File: config.mk
export PLATFORM = sky130hd
export DESIGN_NAME = prbs_sync_ctl
export DESIGN_NICKNAME = d
export VERILOG_FILES = /design/src/rtl/prbs_chk_pkg.sv /design/src/rtl/prbs_sync_ctl.sv
export SDC_FILE = /design/constraint.sdc
export NUM_CORES = 1
export LEC_CHECK = 0
export ABC_CLOCK_PERIOD_IN_PS = 3200
export BUFFER_PORTS_ARGS = -buffer_cell sky130_fd_sc_hd__buf_2
export CAP_MARGIN = 15
export CORE_ASPECT_RATIO = 0.9
export CORE_UTILIZATION = 59
export CTS_BUF_LIST = sky130_fd_sc_hd__clkbuf_4
export CTS_CLUSTER_DIAMETER = 80
export DETAILED_ROUTE_END_ITERATION = 10
export PLACE_DENSITY = 0.8
export SYNTH_ARGS = -nofsm -noshare
export SYNTH_HDL_FRONTEND = slang
export SYNTH_SLANG_ARGS = --single-unit
File: constraint.sdc
create_clock -name clk -period 3.2 [get_ports clk]
set_input_delay 0.64 -clock clk [delete_from_list [all_inputs] [get_ports clk]]
set_output_delay 0.64 -clock clk [all_outputs]
set_load 0.03 [all_outputs]
File: src/rtl/prbs_chk_pkg.sv
package prbs_chk_pkg;

    localparam int unsigned MAX_WORD    = 64;
    localparam int unsigned ERR_FIELD_W = 7;

    typedef enum logic {
        SYNC_HUNT   = 1'b0,
        SYNC_LOCKED = 1'b1
    } sync_mode_e;

    typedef struct packed {
        logic                   clean;
        logic [ERR_FIELD_W-1:0] errs;
    } word_check_t;

    function automatic logic [ERR_FIELD_W-1:0] count_ones(input logic [MAX_WORD-1:0] v);
        logic [ERR_FIELD_W-1:0] n;
        n = '0;
        for (int i = 0; i < MAX_WORD; i++) begin
            n = n + ERR_FIELD_W'(v[i]);
        end
        return n;
    endfunction

endpackage

File: src/rtl/prbs_sync_ctl.sv
module prbs_sync_ctl
    import prbs_chk_pkg::*;
#(
    parameter int unsigned SYNC_WORDS  = 4,
    parameter int unsigned WIN_WORDS   = 16,
    parameter int unsigned LOSS_THRESH = 8
) (
    input  logic        clk,
    input  logic        rst,
    input  logic        valid,
    input  word_check_t chk,
    output logic        locked,
    output logic        reseed
);
    localparam int unsigned RUN_W  = $clog2(SYNC_WORDS + 1);
    localparam int unsigned WIN_W  = $clog2(WIN_WORDS);
    localparam int unsigned WERR_W = $clog2(LOSS_THRESH + MAX_WORD + 1);

    sync_mode_e         mode;
    logic [RUN_W-1:0]   clean_run;
    logic [WIN_W-1:0]   win_pos;
    logic [WERR_W-1:0]  win_err;
    logic [WERR_W-1:0]  win_sum;
    logic               lose;

    assign locked  = (mode == SYNC_LOCKED);
    assign win_sum = win_err + WERR_W'(chk.errs);
    assign lose    = locked && valid && (win_sum >= WERR_W'(LOSS_THRESH));
    assign reseed  = !locked || lose;

    always_ff @(posedge clk) begin
        if (rst) begin
            mode      <= SYNC_HUNT;
            clean_run <= '0;
            win_pos   <= '0;
            win_err   <= '0;
        end else if (valid) begin
            case (mode)
                SYNC_HUNT: begin
                    if (!chk.clean) begin
                        clean_run <= '0;
                    end else if (clean_run == RUN_W'(SYNC_WORDS - 1)) begin
                        mode      <= SYNC_LOCKED;
                        clean_run <= '0;
                        win_pos   <= '0;
                        win_err   <= '0;
                    end else begin
                        clean_run <= clean_run + 1'b1;
                    end
                end
                SYNC_LOCKED: begin
                    if (lose) begin
                        mode      <= SYNC_HUNT;
                        clean_run <= '0;
                    end else if (win_pos == WIN_W'(WIN_WORDS - 1)) begin
                        win_pos <= '0;
                        win_err <= '0;
                    end else begin
                        win_pos <= win_pos + 1'b1;
                        win_err <= win_sum;
                    end
                end
                default: mode <= SYNC_HUNT;
            endcase
        end
    end

    AST_LOCK_ON_CLEAN: assert property (@(posedge clk) disable iff (rst)
        $rose(locked) |-> $past(valid && chk.clean));

    AST_DROP_ON_ERRORS: assert property (@(posedge clk) disable iff (rst)
        $fell(locked) |-> $past(valid && !chk.clean));

    AST_TALLY_BELOW_LIMIT: assert property (@(posedge clk) disable iff (rst)
        locked |-> (win_err < WERR_W'(LOSS_THRESH)));

endmodule

==> run metrics, run 1 <==
Overall Power=0.392 mW; Area contributors post-synth=dfxtp_1, ha_1, a21boi_0; cell taking the most area after synthesis=dfxtp_1; Slew Limit Headroom=54.8%; status=finished clean; Worst Tran Pin Value=673 ps; Longest Clk Path Bufs=2; sequential-to-total area share from yosys stat=26.2%; Die Ht=43.8 µm; Port Buf Inserts=12; Num CTS Buffers=3; effective utilization at floorplan=65.4%; Worst IR Drop VDD=0.257 mV; CTS sink cnt=15; CP max stage cell=o21ai_0; hpwl dp=2020 µm; Max-cap violations=0; WL final=2860 µm; Syn Inst Count=139; Placer Congestion=0.898; fin crit share=97.1%; Worst Reg-to-Reg Cells=9; share of post-route cells with drive strength above 1=22.4%; Hold Crit Class=flip-flop to flip-flop; antenna cells=0; largest net degree at the start of global routing=18; post-synthesis net count=159; initial antenna violation count=0; crit-path max FO=5; final std cells w/o fill=180; CTS root buf=clkbuf_4; top post-synthesis cells by count=dfxtp_1, nand2_1, ha_1, nor2_1; first drt pass iteration count=4; CTS tree=done; Final Skew=2.38 ps; P per Cell Area=295 nW/µm²; CP top delay family=simple AND/OR/NAND/NOR gates; cell area after synthesis=1150 µm²; global router's overall resource usage=29.8%; Syn. warnings=0; mean area per synthesized cell=8.25 µm²; vias in the first global route=1,075; final hold violations=0; grt ovf=0; Finished Core Util=75.9%; CP Depth=9; number of synthesized flops with an enable pin=0; Worst Setup End Kind=output pin; most common cell in the netlist=dfxtp_1; clk slew on worst S/H paths=90 ps; DR vias=1,125; row count=14; Leak=0.537 nW; Async SR Flop Fraction=0%; Worst-Skew Late Latency=290 ps; Core Area=1750 µm²; DR WL/cell=15.9 µm; DIE AREA=2120 µm²; antenna-violating nets left=0; CP required=2560 ps; fmax=322 MHz; Chip Width=48.5 µm; first-pass GRT wire length=4800 µm; Layout area overhead=16.0%; final setup fails=0; Synth Flop Type=dfxtp_1; Via density=6.25; 1st-iter DRT viols=27; drt drc=0; Period minus WS final=3110 ps; Netlist cell types=47; Critical Path AT=2470 ps; # nets final=177; dpl cells=175; crit-path max cell delay=350 ps; CP bufs+invs=2; Ports=13; CP Class=input port to output pin; post-synth top area share=26.2%; htree depth=1; Seq cells post-synth=15; crit-path cells=buf_2, ha_1, o21ai_0, a21oi_4, nor4_4, or2_1, nand2_1, and2_1, clkbuf_4; max-slew violations=0; Hold Crit Depth=1; Startpoint Class=input port
[report_power, final]
group | switching (mW) | internal, mW
combinational | 0.0411 | 0.0285
sequential | 0.00838 | 0.193
clock | 0.0644 | 0.0570
total | 0.114 | 0.278
[placed cells by master, fill, tap and decap left out, types with 4 or more instances in the layout]
cell type / synthesis / routed
dfxtp_1: 15 / 15
buf_4: 0 / 5
inv_1: 6 / 6
nor2_1: 8 / 8
o21ai_0: 5 / 5
nand3_1: 6 / 6
a21oi_1: 6 / 4
buf_2: 2 / 11
clkbuf_4: 0 / 5
nor2b_1: 5 / 5
nand2b_1: 5 / 4
o21ai_1: 4 / 4
o211ai_1: 4 / 4
a21boi_0: 6 / 6
ha_1: 8 / 8
nand2_1: 12 / 12
[worst register-to-register path: cells and delay by family (launching register included)]
kind | cells | cell delay, ps
buffers and inverters | 1 | 60
adders and majority gates | 2 | 520
AOI/OAI and AO/OA | 3 | 740
and+or+nand+nor | 2 | 550
DFF | 1 | 340
xor gates and xnor gates | 1 | 130
[what timing repair did]
item | 4_1_cts | 5_1_grt
hold buffers | 0 | 0
endpoints found under the setup margin | 1 | 1
setup buffers | 0 | 1
gates resized for setup | 1 | 8
pin swaps | 0 | 3
endpoints found under the hold margin | 0 | 0
[area by class of cell]
class	instances	area (µm²)
clock buffer	4	30.0
timing repair buffer	17	100
multi-input combinational	114	847
tap	24	30.0
inverter	6	22.5
sequential	15	300
fill	135	422
[cells by family after synthesis]
kind of cell	synth area share (%)
and+or+nand+nor	30.8
AOI/OAI and AO/OA	22.9
DFF	26.2
buffers and inverters	3.49
adders and majority gates	10.5
muxes	3.82
xor gates and xnor gates	2.29
[state kept, by name (all words and copies together), names as in the netlist]
name	flops
clean_run	3
win_pos	4
locked	1
win_err	7
[layer usage]
layer / share of wire [%] / wire length [µm] / GRT usage [%] / up-vias
li1: - / - / - / 551
met1: 46 / 1310 / 38.4 / 518
met2: 46 / 1320 / 50.4 / 50
met3: 6.2 / 176 / 5.61 / 6
met4: 1.8 / 52 / 11.2 / 0
met5: 0 / 0 / 0 / -
[through the flow]
step	instance area [µm²]	TNS [ps]	hold WS, ps	worst slack, ps
floorplan	1150	0	446	138
global placement	1250	0	460	109
detailed placement	1250	-6.23	466	-6.23
CTS	1280	0	479	23.5
global route	1330	-9.88	499	-9.88
finish	1330	0	480	93.3
[path summary, 6_finish.rpt]
kind	slack, ps	from	end
hold / removal	480	clean_run[2]	clean_run[2]
setup reg to reg	740	win_err[0]	win_err[4]
setup / recovery	90	chk[3]	reseed
hold reg to reg	480	clean_run[2]	clean_run[2]
Note: power is estimated with default switching activity, not from simulation.
==> inputs of run 2 (changes only) <==
--- a/config.mk
+++ b/config.mk
@@ -5,6 +5,7 @@
 export SDC_FILE = /design/constraint.sdc
 export NUM_CORES = 1
 export LEC_CHECK = 0
+export ABC_AREA = 1
 export ABC_CLOCK_PERIOD_IN_PS = 3200
 export BUFFER_PORTS_ARGS = -buffer_cell sky130_fd_sc_hd__buf_2
 export CAP_MARGIN = 15
@@ -13,7 +14,7 @@
 export CTS_BUF_LIST = sky130_fd_sc_hd__clkbuf_4
 export CTS_CLUSTER_DIAMETER = 80
 export DETAILED_ROUTE_END_ITERATION = 10
-export PLACE_DENSITY = 0.8
+export PLACE_DENSITY = 0.81
 export SYNTH_ARGS = -nofsm -noshare
 export SYNTH_HDL_FRONTEND = slang
 export SYNTH_SLANG_ARGS = --single-unit
==> run metrics, run 2 <==
status=finished clean; Placer Congestion=0.899 (+0.14%); biggest regs=win_err (7), win_pos (4), clean_run (3); number of synthesized flops with an enable pin=0 (unchanged); first-pass GRT wire length=3290 µm (-31%); Slew Limit Headroom=79.1% (+24 points); Synth Flop Type=dfxtp_1; Most flops, register=win_err; post-synthesis net count=181 (+14%); R2R setup slack=1080 ps (+340 ps); CP Class=input port to output pin; Layout area overhead=8.53%; r2r endpoint=win_err[5]; Chip Width=46.3 µm (-4.5%); commonest cells after routing, fill and taps aside=nand2_1, inv_1, nor2_1, nand3_1, dfxtp_1; top post-synthesis cells by count=nand2_1, inv_1, nor2_1; Ports=13 (unchanged); share of post-route cells with drive strength above 1=13.9% (-8.6 points); cts-stage hold buffer count=0 (unchanged); setup_tns=0 ps (unchanged); # nets final=194 (+9.6%); first drt pass iteration count=4 (unchanged); sequential-to-total area share from yosys stat=28.8% (+2.6 points); antenna-violating nets left=0 (unchanged); final setup fails=0 (unchanged); Max-cap violations=0 (unchanged); Via density=5.11 (-18%); DR vias=1,006 (-11%); Critical R2R Launch=win_err[0]; clk slew on worst S/H paths=80 ps (about the same); Worst IR Drop VDD=0.222 mV (-14%); Worst Setup SP=chk[0]; DR WL/cell=9.78 µm (-38%); Async SR Flop Fraction=0% (unchanged); Port Buf Inserts=12 (unchanged); Period minus WS final=2940 ps (-171 ps); hold slack=457 ps (-22.3 ps); cell taking the most area after synthesis=dfxtp_1; Worst Tran Pin Value=314 ps (-359 ps); P per Cell Area=299 nW/µm² (+1.4%); antenna cells=0 (unchanged); Num CTS Buffers=3 (unchanged); global router's overall resource usage=22.7% (-7.1 points); CTS sink cnt=15 (unchanged); Critical Path AT=2300 ps (-170 ps); Netlist cell types=21 (-55%); Syn Inst Count=161 (+16%); Worst Setup End Kind=output pin; WL final=1930 µm (-33%); CTS tree=done; commonest non-fill, non-tap cell in the layout=nand2_1; 1st-iter DRT viols=15 (-44%); Leak=0.575 nW (+7.1%); max reg flops=7 (unchanged); # resized after CTS=0 (-1); Longest Clk Path Bufs=2 (unchanged); Setup crit end=reseed; Worst-Skew Late Latency=270 ps (-20 ps); Area contributors post-synth=dfxtp_1, nand2_1, ha_1; Hold Crit Class=flip-flop to flip-flop; effective utilization at floorplan=62.6% (-2.9 points); Hold Crit Depth=2 (+1); initial antenna violation count=0 (unchanged); final hold violations=0 (unchanged); Die Ht=41.9 µm (-4.5%); Core Area=1660 µm² (-5.0%); hpwl dp=1530 µm (-25%); fmax=341 MHz (+5.8%); crit-path max FO=5 (unchanged); mean area per synthesized cell=6.47 µm² (-22%); fin crit share=91.8% (-5.3 points); max-slew violations=0 (unchanged); Seq cells post-synth=15 (unchanged); unrepaired setup endpoints after global routing=false; CTS root buf=clkbuf_4; Final Skew=2.87 ps (+0.482 ps); htree depth=1 (unchanged); largest net degree at the start of global routing=21 (+3); grt ovf=0 (unchanged); vias in the first global route=836 (-22%); row count=14 (unchanged); drt drc=0 (unchanged); most common cell in the netlist=nand2_1; CP required=2560 ps (about the same); post-synth top area share=28.8% (+2.6 points); Syn. warnings=0 (unchanged); Worst Reg-to-Reg Cells=15 (+6); DIE AREA=1940 µm² (-8.8%); setup bufs post-CTS=0 (unchanged); Startpoint Class=input port; cell area after synthesis=1040 µm² (-9.2%)
run 2: worst min-delay path by stage:
stage                 end       start
3_5_place_dp   win_err[3]  win_err[3]
4_1_cts        win_err[3]  win_err[3]
5_1_grt        win_err[4]  win_err[4]
2_1_floorplan  win_err[3]  win_err[3]
6_report       win_err[3]  win_err[3]
3_3_place_gp   win_err[4]  win_err[4]
run 2: critical path, stage by stage:
cell	delay [ps]
buf_2	80
ha_1	150
inv_1	50
fa_1	350
inv_1	110
nand2_1	70
nand2_1	60
nand3_1	60
nand2_1	70
nand2_1	50
nor2_2	90
nand3_2	130
o21ai_0	120
inv_1	70
buf_2	180
run 2: cell type report:
cell class                 count  area [µm²]
tap                           24        30.0
sequential                    15         300
clock buffer                   4        30.0
timing repair buffer          12        60.1
fill                         154         534
multi-input combinational    122         634
inverter                      20        75.1
run 2: per-layer routing:
metal	vias up	routed length (µm)	track usage (%)
li1	536	-	-
met1	446	940	30.4
met2	22	905	36.3
met3	2	70	5.22
met4	0	10	5.29
met5	-	0	0
run 2: where the power goes:
part / switching [mW] / leakage (nW) / internal, mW
registers: 0.000845 / 0.121 / 0.188
logic: 0.0223 / 0.435 / 0.0144
clock network: 0.0560 / 0.0184 / 0.0568
run 2: per-stage QoR:
step	utilization (%)	worst slack [ps]	total power [mW]	area (µm²)	cells
floorplan	-	548	0.219	1040	161
global placement	66.1	328	0.228	1100	193
detailed placement	66.1	256	0.229	1100	193
CTS	67.9	258	0.342	1130	197
global route	67.9	95.5	0.356	1130	197
finish	67.9	264	0.338	1130	197
run 2: logic make-up (layout without fill, tap and decap cells):
family                   after synthesis  after routing  share of synthesized area, %
AO/OA/AOI/OAI                         19             19                          9.37
adder cells (fa/ha/maj)                9              9                          11.5
buffers and inverters                 24             36                          10.2
flip-flops                            15             15                          28.8
AND/OR/NAND/NOR                       94             94                          40.0
